## src/rtl/pirq_router.sv

```systemverilog
module pirq_router #(
  parameter int NPIRQ = 4,
  parameter int NIRQ  = 16,
  parameter int DEVW  = 5,
  parameter logic [7:0] BASE      = 8'h60,
  parameter logic [7:0] RST_ROUTE = 8'h80
) (
  input  logic                          clk,
  input  logic                          rst_n,
  input  logic                          cfg_we,
  input  logic [7:0]                    cfg_addr,
  input  logic [7:0]                    cfg_wdata,
  output logic [7:0]                    cfg_rdata,
  input  logic [NPIRQ-1:0]              pirq_lvl,
  output logic [NIRQ-1:0]               irq_out,
  output logic [NPIRQ-1:0]              route_en,
  output logic [NPIRQ*($clog2(NIRQ)+1)-1:0] route_irq,
  input  logic [DEVW-1:0]               slot_dev,
  input  logic [$clog2(NPIRQ)-1:0]      slot_intx,
  output logic [$clog2(NPIRQ)-1:0]      slot_pirq
);
  localparam int PW = $clog2(NPIRQ);
  localparam int IW = $clog2(NIRQ);
  localparam int QW = IW + 1;
  localparam int MW = NIRQ * NPIRQ;
  localparam logic [8:0] NP9 = 9'(NPIRQ);
  localparam logic [7:0] NI8 = 8'(NIRQ);

  logic [7:0]    route_q [NPIRQ];
  logic [7:0]    route_n [NPIRQ];
  logic [MW-1:0] map_q, map_d;
  logic [8:0]    off;
  logic          in_win, hit;
  logic [PW-1:0] sel;
  logic [DEVW-1:0] fold;

  assign off    = {1'b0, cfg_addr} - {1'b0, BASE};
  assign in_win = off < NP9;
  assign hit    = cfg_we && in_win;
  assign sel    = off[PW-1:0];
  assign cfg_rdata = in_win ? route_q[sel] : 8'h00;

  assign fold      = slot_dev + DEVW'(slot_intx) - DEVW'(1);
  assign slot_pirq = fold[PW-1:0];

  for (genvar p = 0; p < NPIRQ; p++) begin : g_line
    assign route_n[p] = (hit && sel == PW'(p)) ? cfg_wdata : route_q[p];
    assign route_en[p] = route_q[p] < NI8;
    assign route_irq[p*QW +: QW] = route_en[p] ? {1'b0, route_q[p][IW-1:0]} : {QW{1'b1}};

    always_ff @(posedge clk) begin
      if (!rst_n) route_q[p] <= RST_ROUTE;
      else        route_q[p] <= route_n[p];
    end
  end

  always_comb begin
    map_d = hit ? '0 : map_q;
    for (int p = 0; p < NPIRQ; p++) begin
      if (route_n[p] < NI8)
        map_d[int'(route_n[p][IW-1:0]) * NPIRQ + p] = pirq_lvl[p];
    end
  end

  always_ff @(posedge clk) begin
    if (!rst_n) map_q <= '0;
    else        map_q <= map_d;
  end

  for (genvar i = 0; i < NIRQ; i++) begin : g_out
    assign irq_out[i] = |map_q[i*NPIRQ +: NPIRQ];
  end
endmodule

```

## config.mk

```make
export PLATFORM = sky130hd
export DESIGN_NAME = pirq_router
export DESIGN_NICKNAME = d
export VERILOG_FILES = /design/src/rtl/pirq_router.sv
export SDC_FILE = /design/constraint.sdc
export NUM_CORES = 1
export LEC_CHECK = 0
export ABC_CLOCK_PERIOD_IN_PS = 4200
export BUFFER_PORTS_ARGS = -buffer_cell sky130_fd_sc_hd__buf_2
export CAP_MARGIN = 20
export CORE_MARGIN = 2
export CORE_UTILIZATION = 60
export DETAILED_ROUTE_END_ITERATION = 16
export HOLD_SLACK_MARGIN = 0.03
export PLACE_DENSITY_LB_ADDON = 0.25
export SYNTH_ARGS = -nofsm -noshare
export SYNTH_HDL_FRONTEND = slang
export SYNTH_SLANG_ARGS = --single-unit
export TNS_END_PERCENT = 50
```

## constraint.sdc

```tcl
create_clock -name clk -period 4.2 [get_ports clk]
set_input_delay 0.42 -clock clk [delete_from_list [all_inputs] [get_ports clk]]
set_output_delay 0.42 -clock clk [all_outputs]
set_load 0.02 [all_outputs]
```

==> impl_metrics.toml, run 1 <==
[status]
run_status = "finished, final reports clean"

[timing]
rsz0062_at_grt = "false"
post-route-period-util = 0.619
setup_viol = 0
tightest_slew_ps = 998
fin_tns_setup_ps = 0
relSlewSlack = 0.334
max_clock_freq_ghz = 0.384
clock_skew_ps = 16.6
whs_ps = 358
report.final.hold_viol_count = 0
setup_slack_ps = 1600
period_minus_slack_ps = 2600
maxSlewViolCount = 0

[setup_path]
start_kind = "primary input"
cp-end-kind = "flop"
critPathMaxStageDelay_ps = 720
crit_fanout = 13
cpMostUsedCell = "mux2i_1"
crit_slowest_cell = "nand3_1"
cp_cell_sequence = "buf_2 > nor4b_4 > nand3_1 > buf_4 > mux2i_1 > nand2_1 > mux2i_1"
required_ps = 4440
cp_data_arrival_time_ps = 2840
worst-path-buf-inv = 2
critPathTopFamily = "simple AND/OR/NAND/NOR gates"
path_class = "primary input to flop"

[final_layout]
diodes = 0
layout-drive-gt1-share = 0.207
area_delta_synth_final_pct = 10.6
nNetsFinal = 660

[synthesis]
synth-async-reset-ratio = 0
syn_area_um2 = 5300
ys_types = 44
synthCells = 571
avgSynthCellArea_um2 = 9.28
synth-edff-count = 0
ys_seq_area_frac = 0.363
synth.net_count = 602
yosys_most_used_dff = "dfxtp_1"
yosysWarnings = 0
synth-seq-cells = 96

[place]
gp_congestion = 0.913
place_ws_ps = 1240
numPortBuffers = 76
hpwl_mm = 9.87

[worst_hold_path]
min_path_type = "primary input to flop"

[power_and_ir_drop]
irDropWorstVdd_mv = 0.211
p_per_area_nw_per_um2 = 277
p_leak_nw = 2.65

[route]
routed_wl_mm = 13.8
drt_first_pass_iters = 7
detail_route.iter0.violations = 423
drc = 0
avgRoutedWirePerCell_um = 18.6
drt-vias-per-instance = 6.01
ant_nets = 0
vias = 4461

[floorplanning]
core_um2 = 8640
die_x_um = 98.0
dieArea_um2 = 9600
rows = 34
io-pin-count = 80
fp.dieH_um = 98.0
start_util = 0.614

[grt]
antenna_found_initial = 0
track_usage = 0.291
grt_pass1_vias = 4327
grt_max_degree = 65
grt_pass1_wl_mm = 22.3
grt_overflow = 0

[flow_run]
drv_cap = 0

[clock_tree]
hold_buffers = 0
clockBufferDepth = 2
htree_levels = 3
cts.clk_slew.worst_paths_ps = 100
insertion_delay_ps = 380
cts_tree = "yes"
cts_buffers = 9
cts_setup_buffers = 0
clock_sinks = 96
root_buffer = "clkbuf_8"
cts_resized = 0
[flip-flops by register name, summed over array words and instances, names as in the netlist]
register / count
map_q: 64
route_q: 32
[synthesized netlist by cell type (2+ instances only)]
cell type | n | area [µm²]
dfxtp_1 | 96 | 1920
or2b_1 | 2 | 15.0
inv_2 | 2 | 7.51
buf_2 | 4 | 20.0
mux4_2 | 8 | 180
nor2_1 | 13 | 48.8
buf_8 | 3 | 45.0
nand3_1 | 7 | 35.0
clkbuf_1 | 22 | 82.6
o211ai_1 | 10 | 75.1
nand2_1 | 123 | 462
o21ai_1 | 2 | 10.0
nor2b_1 | 41 | 257
or4_4 | 2 | 22.5
or3b_1 | 2 | 17.5
o31ai_1 | 10 | 75.1
a21oi_1 | 3 | 15.0
nand2b_4 | 2 | 27.5
mux2i_1 | 117 | 1170
nand3b_1 | 4 | 30.0
and2b_1 | 2 | 15.0
xnor2_1 | 2 | 17.5
mux2_2 | 12 | 135
nor3_1 | 5 | 25.0
mux2i_2 | 2 | 27.5
nor4_1 | 3 | 18.8
buf_6 | 4 | 45.0
nand2b_1 | 29 | 181
or4_1 | 18 | 135
inv_1 | 4 | 15.0
and3_1 | 4 | 25.0
[power by group]
| group | internal, mW | switching (mW) | total [mW] |
|---|---|---|---|
| clock | 0.284 | 0.340 | 0.624 |
| combinational | 0.0292 | 0.0581 | 0.0873 |
| sequential | 0.910 | 0.000677 | 0.910 |
| total | 1.22 | 0.399 | 1.62 |
[final cells by class]
cell class                 count  area (µm²)
multi-input combinational    434        3160
timing repair buffer          81         415
clock buffer                  10         128
tap                          108         135
fill                         735        2770
inverter                       7        27.5
clock inverter                 6        75.1
sequential                    96        1920
[per-layer routing]
| layer | GRT usage | vias to the layer above | share of wire |
|---|---|---|---|
| met4 | 0.0716 | 0 | 0.017 |
| li1 | - | 2094 | - |
| met1 | 0.407 | 2140 | 0.43 |
| met3 | 0.0458 | 32 | 0.073 |
| met2 | 0.476 | 195 | 0.48 |
| met5 | 0 | - | 0 |
[tightest hold or removal path, stage by stage]
cell     delay, ps
buf_2          140
mux2i_1         80
nand2_1         60
[worst paths after layout]
check	start	to	slack (ps)	cells past startpoint
max	cfg_addr[3]	map_q[8]$_SDFF_PN0_	1600	7
min	cfg_wdata[7]	route_q[3][7]$_SDFF_PN1_	360	3
max reg2reg	route_q[0][6]$_SDFF_PN0_	map_q[28]$_SDFF_PN0_	2040	6
min reg2reg	map_q[57]$_SDFF_PN0_	map_q[57]$_SDFF_PN0_	460	2
[per-stage QoR]
stage	power, mW	util	instance area (µm²)	instances
final	1.62	0.679	5860	742
after global routing	1.67	0.679	5860	742
after CTS	1.62	0.678	5860	741
after detailed placement	1.02	0.655	5660	725
after global placement	1.02	0.655	5660	725
after floorplan	0.985	-	5300	571
[cells by family (layout without fill, tap and decap cells)]
family | after synthesis | after routing | synth area share
DFF | 96 | 96 | 0.363
and+or+nand+nor | 265 | 265 | 0.264
xor gates and xnor gates | 2 | 2 | 0.00331
buffers and inverters | 41 | 104 | 0.0430
muxes | 140 | 140 | 0.290
adders and majority gates | 1 | 1 | 0.00236
AOI/OAI and AO/OA | 26 | 26 | 0.0345
[cell usage in the layout, fill, tap and decap left out, drive strengths merged, types with 4 or more instances in the layout]
cell	instances
nor2b	41
clkbuf	11
and3	4
inv	8
nor3	5
o211ai	10
o31ai	10
mux2i	120
nand3	7
nor2	14
nand2b	31
nand3b	4
or4	20
buf	80
nand2	123
mux2	12
mux4	8
dfxtp	96
Note: power is estimated with default switching activity, not from simulation.
==> run 2: changes to the inputs <==
- ABC_AREA: unset -> 1
- ABC_CLOCK_PERIOD_IN_PS: 4200 -> 2100
- CORE_UTILIZATION: 60 -> 53
- clock period: 4.2 -> 2.1 ns (I/O delays scaled with it)
==> run 2 against run 1 <==
Register-to-register slack got worse by 1600 ps. Synthesized cell count increased by 67%. Die area increased by 23%. Sequential power increased by 100%. Flip-flop and latch count unchanged. Global-route usage increased by 0.31 points. Worst hold slack got worse by 110 ps. Combinational power increased to 2.9 times the previous value. Clock-buffer cell count unchanged. Synthesized area increased by 9.9%. Via count increased by 38%. First-iteration DRC count increased by 54%.
==> impl_metrics.toml, run 2 <==
[status]
run_status = "finished, final reports clean"

[worst_hold_path]
hp-start = "rst_n"
min_path_type = "primary input to flop"

[synthesis]
yosys_most_used_dff = "dfxtp_1"
synth.net_count = 984
ys_top_cells_by_area = "dfxtp_1, nor2_1, nand2_1"
netlist.area_leader.share = 0.330
synth-edff-count = 0
syn_area_um2 = 5830
yosysTopAreaCell = "dfxtp_1"
synthCells = 953
synth-seq-cells = 96
synth-async-reset-ratio = 0
avgSynthCellArea_um2 = 6.11
ys_seq_area_frac = 0.330
yosysMostFrequentCell = "nor2_1"
ys_types = 26
yosysWarnings = 0
synth_commonest_cells = "nor2_1, nand2_1, inv_1"

[setup_path]
timing.rr.start = "route_q[2][7]$_SDFF_PN1_"
cp-end-kind = "output port"
path_class = "flop to output port"
crit_fanout = 4
cp-startpoint = "route_q[1][7]$_SDFF_PN1_"
required_ps = 1890
cp_data_arrival_time_ps = 1660
start_kind = "flop"

[timing]
rsz0062_at_grt = "false"
tightest_slew_ps = 748
whs_ps = 245
report.final.hold_viol_count = 0
maxSlewViolCount = 0
relSlewSlack = 0.500
period_minus_slack_ps = 1870
post-route-period-util = 0.892
fin_tns_setup_ps = 0
clock_skew_ps = 9.37
setup_viol = 0
max_clock_freq_ghz = 0.534

[flow_run]
drv_cap = 0

[power_and_ir_drop]
p_leak_nw = 2.88
pwr-share-seq = 0.540
swShare = 0.266
total_power_mw = 3.37
irDropWorstVdd_mv = 0.303
internal_power_mw = 2.48
switchingPower_uw = 898
p_per_area_nw_per_um2 = 530
clkPwrFrac = 0.384
p_comb_frac = 0.076

[final_layout]
final_cell_mix = "nor2_1, nand2_1, inv_1, dfxtp_1, buf_2"
register_area_um2 = 1920
nNetsFinal = 1036
largest_register_ffs = 64
layout_commonest_cell = "nor2_1"
layout-drive-gt1-share = 0.129
fill_cells = 1150
area_delta_synth_final_pct = 9.17
top_regs = "map_q x64, route_q x32"
regMostFlops = "map_q"
multiInputGateArea_um2 = 3070
diodes = 0
fin_cells = 1150
final_area_um2 = 6360

[clock_tree]
cts.clk_slew.worst_paths_ps = 110
htree_levels = 3
clock_sinks = 96
root_buffer = "clkbuf_8"
hold_buffers = 0
cts_buffers = 9
insertion_delay_ps = 380
cts_setup_buffers = 0
clockBufferDepth = 2
cts_tree = "yes"

[grt]
track_usage = 0.295
antenna_found_initial = 0
grt_overflow = 0
grt_pass1_wl_mm = 26.7
grt_max_degree = 44
grt_pass1_vias = 5230

[place]
place_area_um2 = 6160
gp_congestion = 0.925
dpl.cell_count = 1134
hpwl_mm = 11.9
numPortBuffers = 76

[route]
ant_nets = 0
vias = 6139
drt-vias-per-instance = 5.34
drt_first_pass_iters = 7
detail_route.iter0.violations = 653
drc = 0
routed_wl_mm = 16.8
avgRoutedWirePerCell_um = 14.6

[floorplanning]
fp.dieH_um = 109
start_util = 0.540
core_um2 = 10800
io-pin-count = 80
dieArea_um2 = 11800
die_x_um = 109
rows = 38
[run 2: cell count changes after synthesis, moves of 61 or more]
cell | previous run | this run
nand4_1 | 1 | 64
nand2_1 | 123 | 219
a21oi_1 | 3 | 64
inv_1 | 4 | 121
nor2_1 | 13 | 225
mux2i_1 | 117 | 0
[run 2: cells by family (layout without fill, tap and decap cells)]
| logic type | Yosys count | in the layout | share of synthesized area |
|---|---|---|---|
| XOR/XNOR | 2 | 2 | 0.00301 |
| adder cells (fa/ha/maj) | 1 | 1 | 0.00215 |
| AO/OA/AOI/OAI | 80 | 80 | 0.0739 |
| AND/OR/NAND/NOR | 597 | 597 | 0.447 |
| buffers and inverters | 177 | 234 | 0.144 |
| flip-flops | 96 | 96 | 0.330 |
[run 2: through the flow]
stage	worst slack (ps)	utilization
global route	3.82	0.589
CTS	213	0.589
detailed placement	-105	0.570
floorplan	160	-
global placement	-40.8	0.570
finish	227	0.589
[run 2: power by group through the flow]
stage | sequential, mW | clock, mW | combinational (mW)
6_report | 1.82 | 1.30 | 0.255
5_1_grt | 1.82 | 1.37 | 0.278
4_1_cts | 1.82 | 1.31 | 0.249
3_5_place_dp | 1.86 | 0 | 0.249
3_3_place_gp | 1.86 | 0 | 0.247
2_1_floorplan | 1.86 | 0 | 0.169
[run 2: cell type report]
type | instances | share of cell area
Clock buffer | 10 | 0.0216
Clock inverter | 6 | 0.0106
Inverter | 126 | 0.0745
Multi-Input combinational cell | 680 | 0.483
Sequential cell | 96 | 0.302
Tap cell | 140 | 0.0275
Timing Repair Buffer | 92 | 0.0806
[run 2: final timing paths]
kind,endpoint,slack [ps],depth (start not counted)
setup / recovery,route_irq[6],230,4
hold / removal,map_q[46]$_SDFF_PN0_,250,3
setup reg to reg,map_q[58]$_SDFF_PN0_,440,8
hold reg to reg,route_q[2][5]$_SDFF_PN0_,570,4
[run 2: metal layers]
| layer | track usage | vias up | routed length [µm] | share of wire |
|---|---|---|---|---|
| met5 | 0 | - | 0 | 0 |
| li1 | - | 3121 | - | - |
| met2 | 0.451 | 247 | 7380 | 0.44 |
| met1 | 0.429 | 2743 | 7770 | 0.46 |
| met3 | 0.0389 | 28 | 1330 | 0.079 |
| met4 | 0.0925 | 0 | 354 | 0.021 |
[run 2: critical path, cell delays in order (launching register included)]
cell	delay [ps]
dfxtp_1	340
nor4_1	510
buf_4	230
nand2_1	60
buf_2	160
[run 2: repair_timing]
action                     4_1_cts  5_1_grt
setup endpoints to repair        0        1
resized for setup                0        0
hold endpoints to repair         0        0
==> run 3: changes to the inputs <==
- RECOVER_POWER: unset -> 25
==> run 3 against run 2 <==
Cell count is the same. Register-to-register slack lost 20 ps. Die area is the same. Final area shrank 0.53%. Combinational power is essentially flat. Largest power group unchanged. Worst hold slack lost 1.3 ps. Largest cell class unchanged. Maximum frequency shrank 1.5%. Flip-flop and latch count is the same. Non-clock buffer count is the same. Sequential share of layout area grew 0.16 points. Clock skew is essentially flat.
==> impl_metrics.toml, run 3 (synthesis results as in run 2) <==
[power_and_ir_drop]
total_power_mw = 3.37
p_leak_nw = 2.83
irDropWorstVdd_mv = 0.303
p_per_area_nw_per_um2 = 533

[setup_path]
critPathMaxStageDelay_ps = 600
cp_data_arrival_time_ps = 2170
r2r_setup_slack_ps = 420
start_kind = "primary input"
cpMostUsedCell = "nand2_1"
cp-end-kind = "flop"
crit_slowest_cell = "nor2_4"
path_class = "primary input to flop"
cp_cell_sequence = "buf_2 > nand3_1 > nand2_1 > nand2_1 > nand2_1 > nor2_4 > nand3_1 > nand2_1 > nor2_1"
required_ps = 2370
r2r_cells = 8
crit_fanout = 32

[worst_hold_path]
worstHoldPathCells = 3
min_path_type = "primary input to flop"

[route]
drt_first_pass_iters = 5
drt-vias-per-instance = 5.39
ant_nets = 0
drc = 0
vias = 6196
detail_route.iter0.violations = 663
avgRoutedWirePerCell_um = 14.7
routed_wl_mm = 17.0

[floorplanning]
start_util = 0.540
io-pin-count = 80
rows = 38
fp.dieH_um = 109
dieArea_um2 = 11800
core_um2 = 10800
die_x_um = 109

[place]
place_area_um2 = 6160
place_ws_ps = -105
gp_congestion = 0.925
dpl.cell_count = 1134
hpwl_mm = 11.9
numPortBuffers = 76

[timing]
rsz0062_at_grt = "false"
period_minus_slack_ps = 1900
setup_slack_ps = 199
setup_viol = 0
maxSlewViolCount = 0
max_clock_freq_ghz = 0.526
relSlewSlack = 0.491
post-route-period-util = 0.905
report.final.hold_viol_count = 0
fin_tns_setup_ps = 0
tightest_slew_ps = 761
clock_skew_ps = 9.61
whs_ps = 244

[final_layout]
diodes = 0
layout_commonest_cell = "nor2_1"
fin_util = 0.586
final_cell_mix = "nor2_1, nand2_1, inv_1, dfxtp_1, nand3_1"
largest_register_ffs = 64
final_area_um2 = 6330
nNetsFinal = 1036
top_regs = "map_q x64, route_q x32"
fin_cells = 1150
layout-drive-gt1-share = 0.113
area_delta_synth_final_pct = 8.59
fill_cells = 1165
regMostFlops = "map_q"

[grt]
track_usage = 0.295
grt_pass1_vias = 5230
grt_max_degree = 44
grt_overflow = 0
antenna_found_initial = 0
grt_pass1_wl_mm = 26.7

[clock_tree]
cts_buffers = 9
htree_levels = 3
cts.clk_slew.worst_paths_ps = 110
hold_buffers = 0
clockBufferDepth = 2
clock_sinks = 96
cts_tree = "yes"
root_buffer = "clkbuf_8"
insertion_delay_ps = 380

[flow_run]
drv_cap = 0

[status]
run_status = "finished, final reports clean"
==> run 3: cell type report <==
class	instances	area [µm²]	share of cell area
clock buffer	10	138	0.0218
inverter	126	474	0.0749
clock inverter	6	67.6	0.0107
sequential	96	1920	0.304
multi-input combinational	680	3060	0.483
tap	140	175	0.0277
timing repair buffer	92	494	0.0781
==> run 3: critical path, delay by kind of cell <==
family / cells / cell delay [ps]
buffers and inverters: 1 / 270
and+or+nand+nor: 8 / 1660
==> run 3: per-layer routing <==
metal  wire length (µm)  global-route usage
met5                  0                   0
met4                375              0.0925
met3               1410              0.0389
met2               7440               0.451
met1               7740               0.429
==> run 3: path summary, 6_finish.rpt <==
path                       startpoint                        to
min reg2reg  route_q[2][5]$_SDFF_PN0_  route_q[2][5]$_SDFF_PN0_
min                             rst_n      map_q[43]$_SDFF_PN0_
max reg2reg  route_q[2][7]$_SDFF_PN1_      map_q[58]$_SDFF_PN0_
max                            cfg_we      map_q[58]$_SDFF_PN0_
==> run 3: repair_timing <==
| item | CTS | global route |
|---|---|---|
| setup endpoints to repair | 0 | 1 |
| resized for setup | 0 | 0 |
| setup buffers | 0 | 0 |
==> run 3: where the power goes <==
group / internal [mW] / total (mW) / switching (mW)
logic: 0.0667 / 0.253 / 0.186
registers: 1.82 / 1.82 / 0.00112
clock network: 0.588 / 1.30 / 0.710
total: 2.48 / 3.37 / 0.898
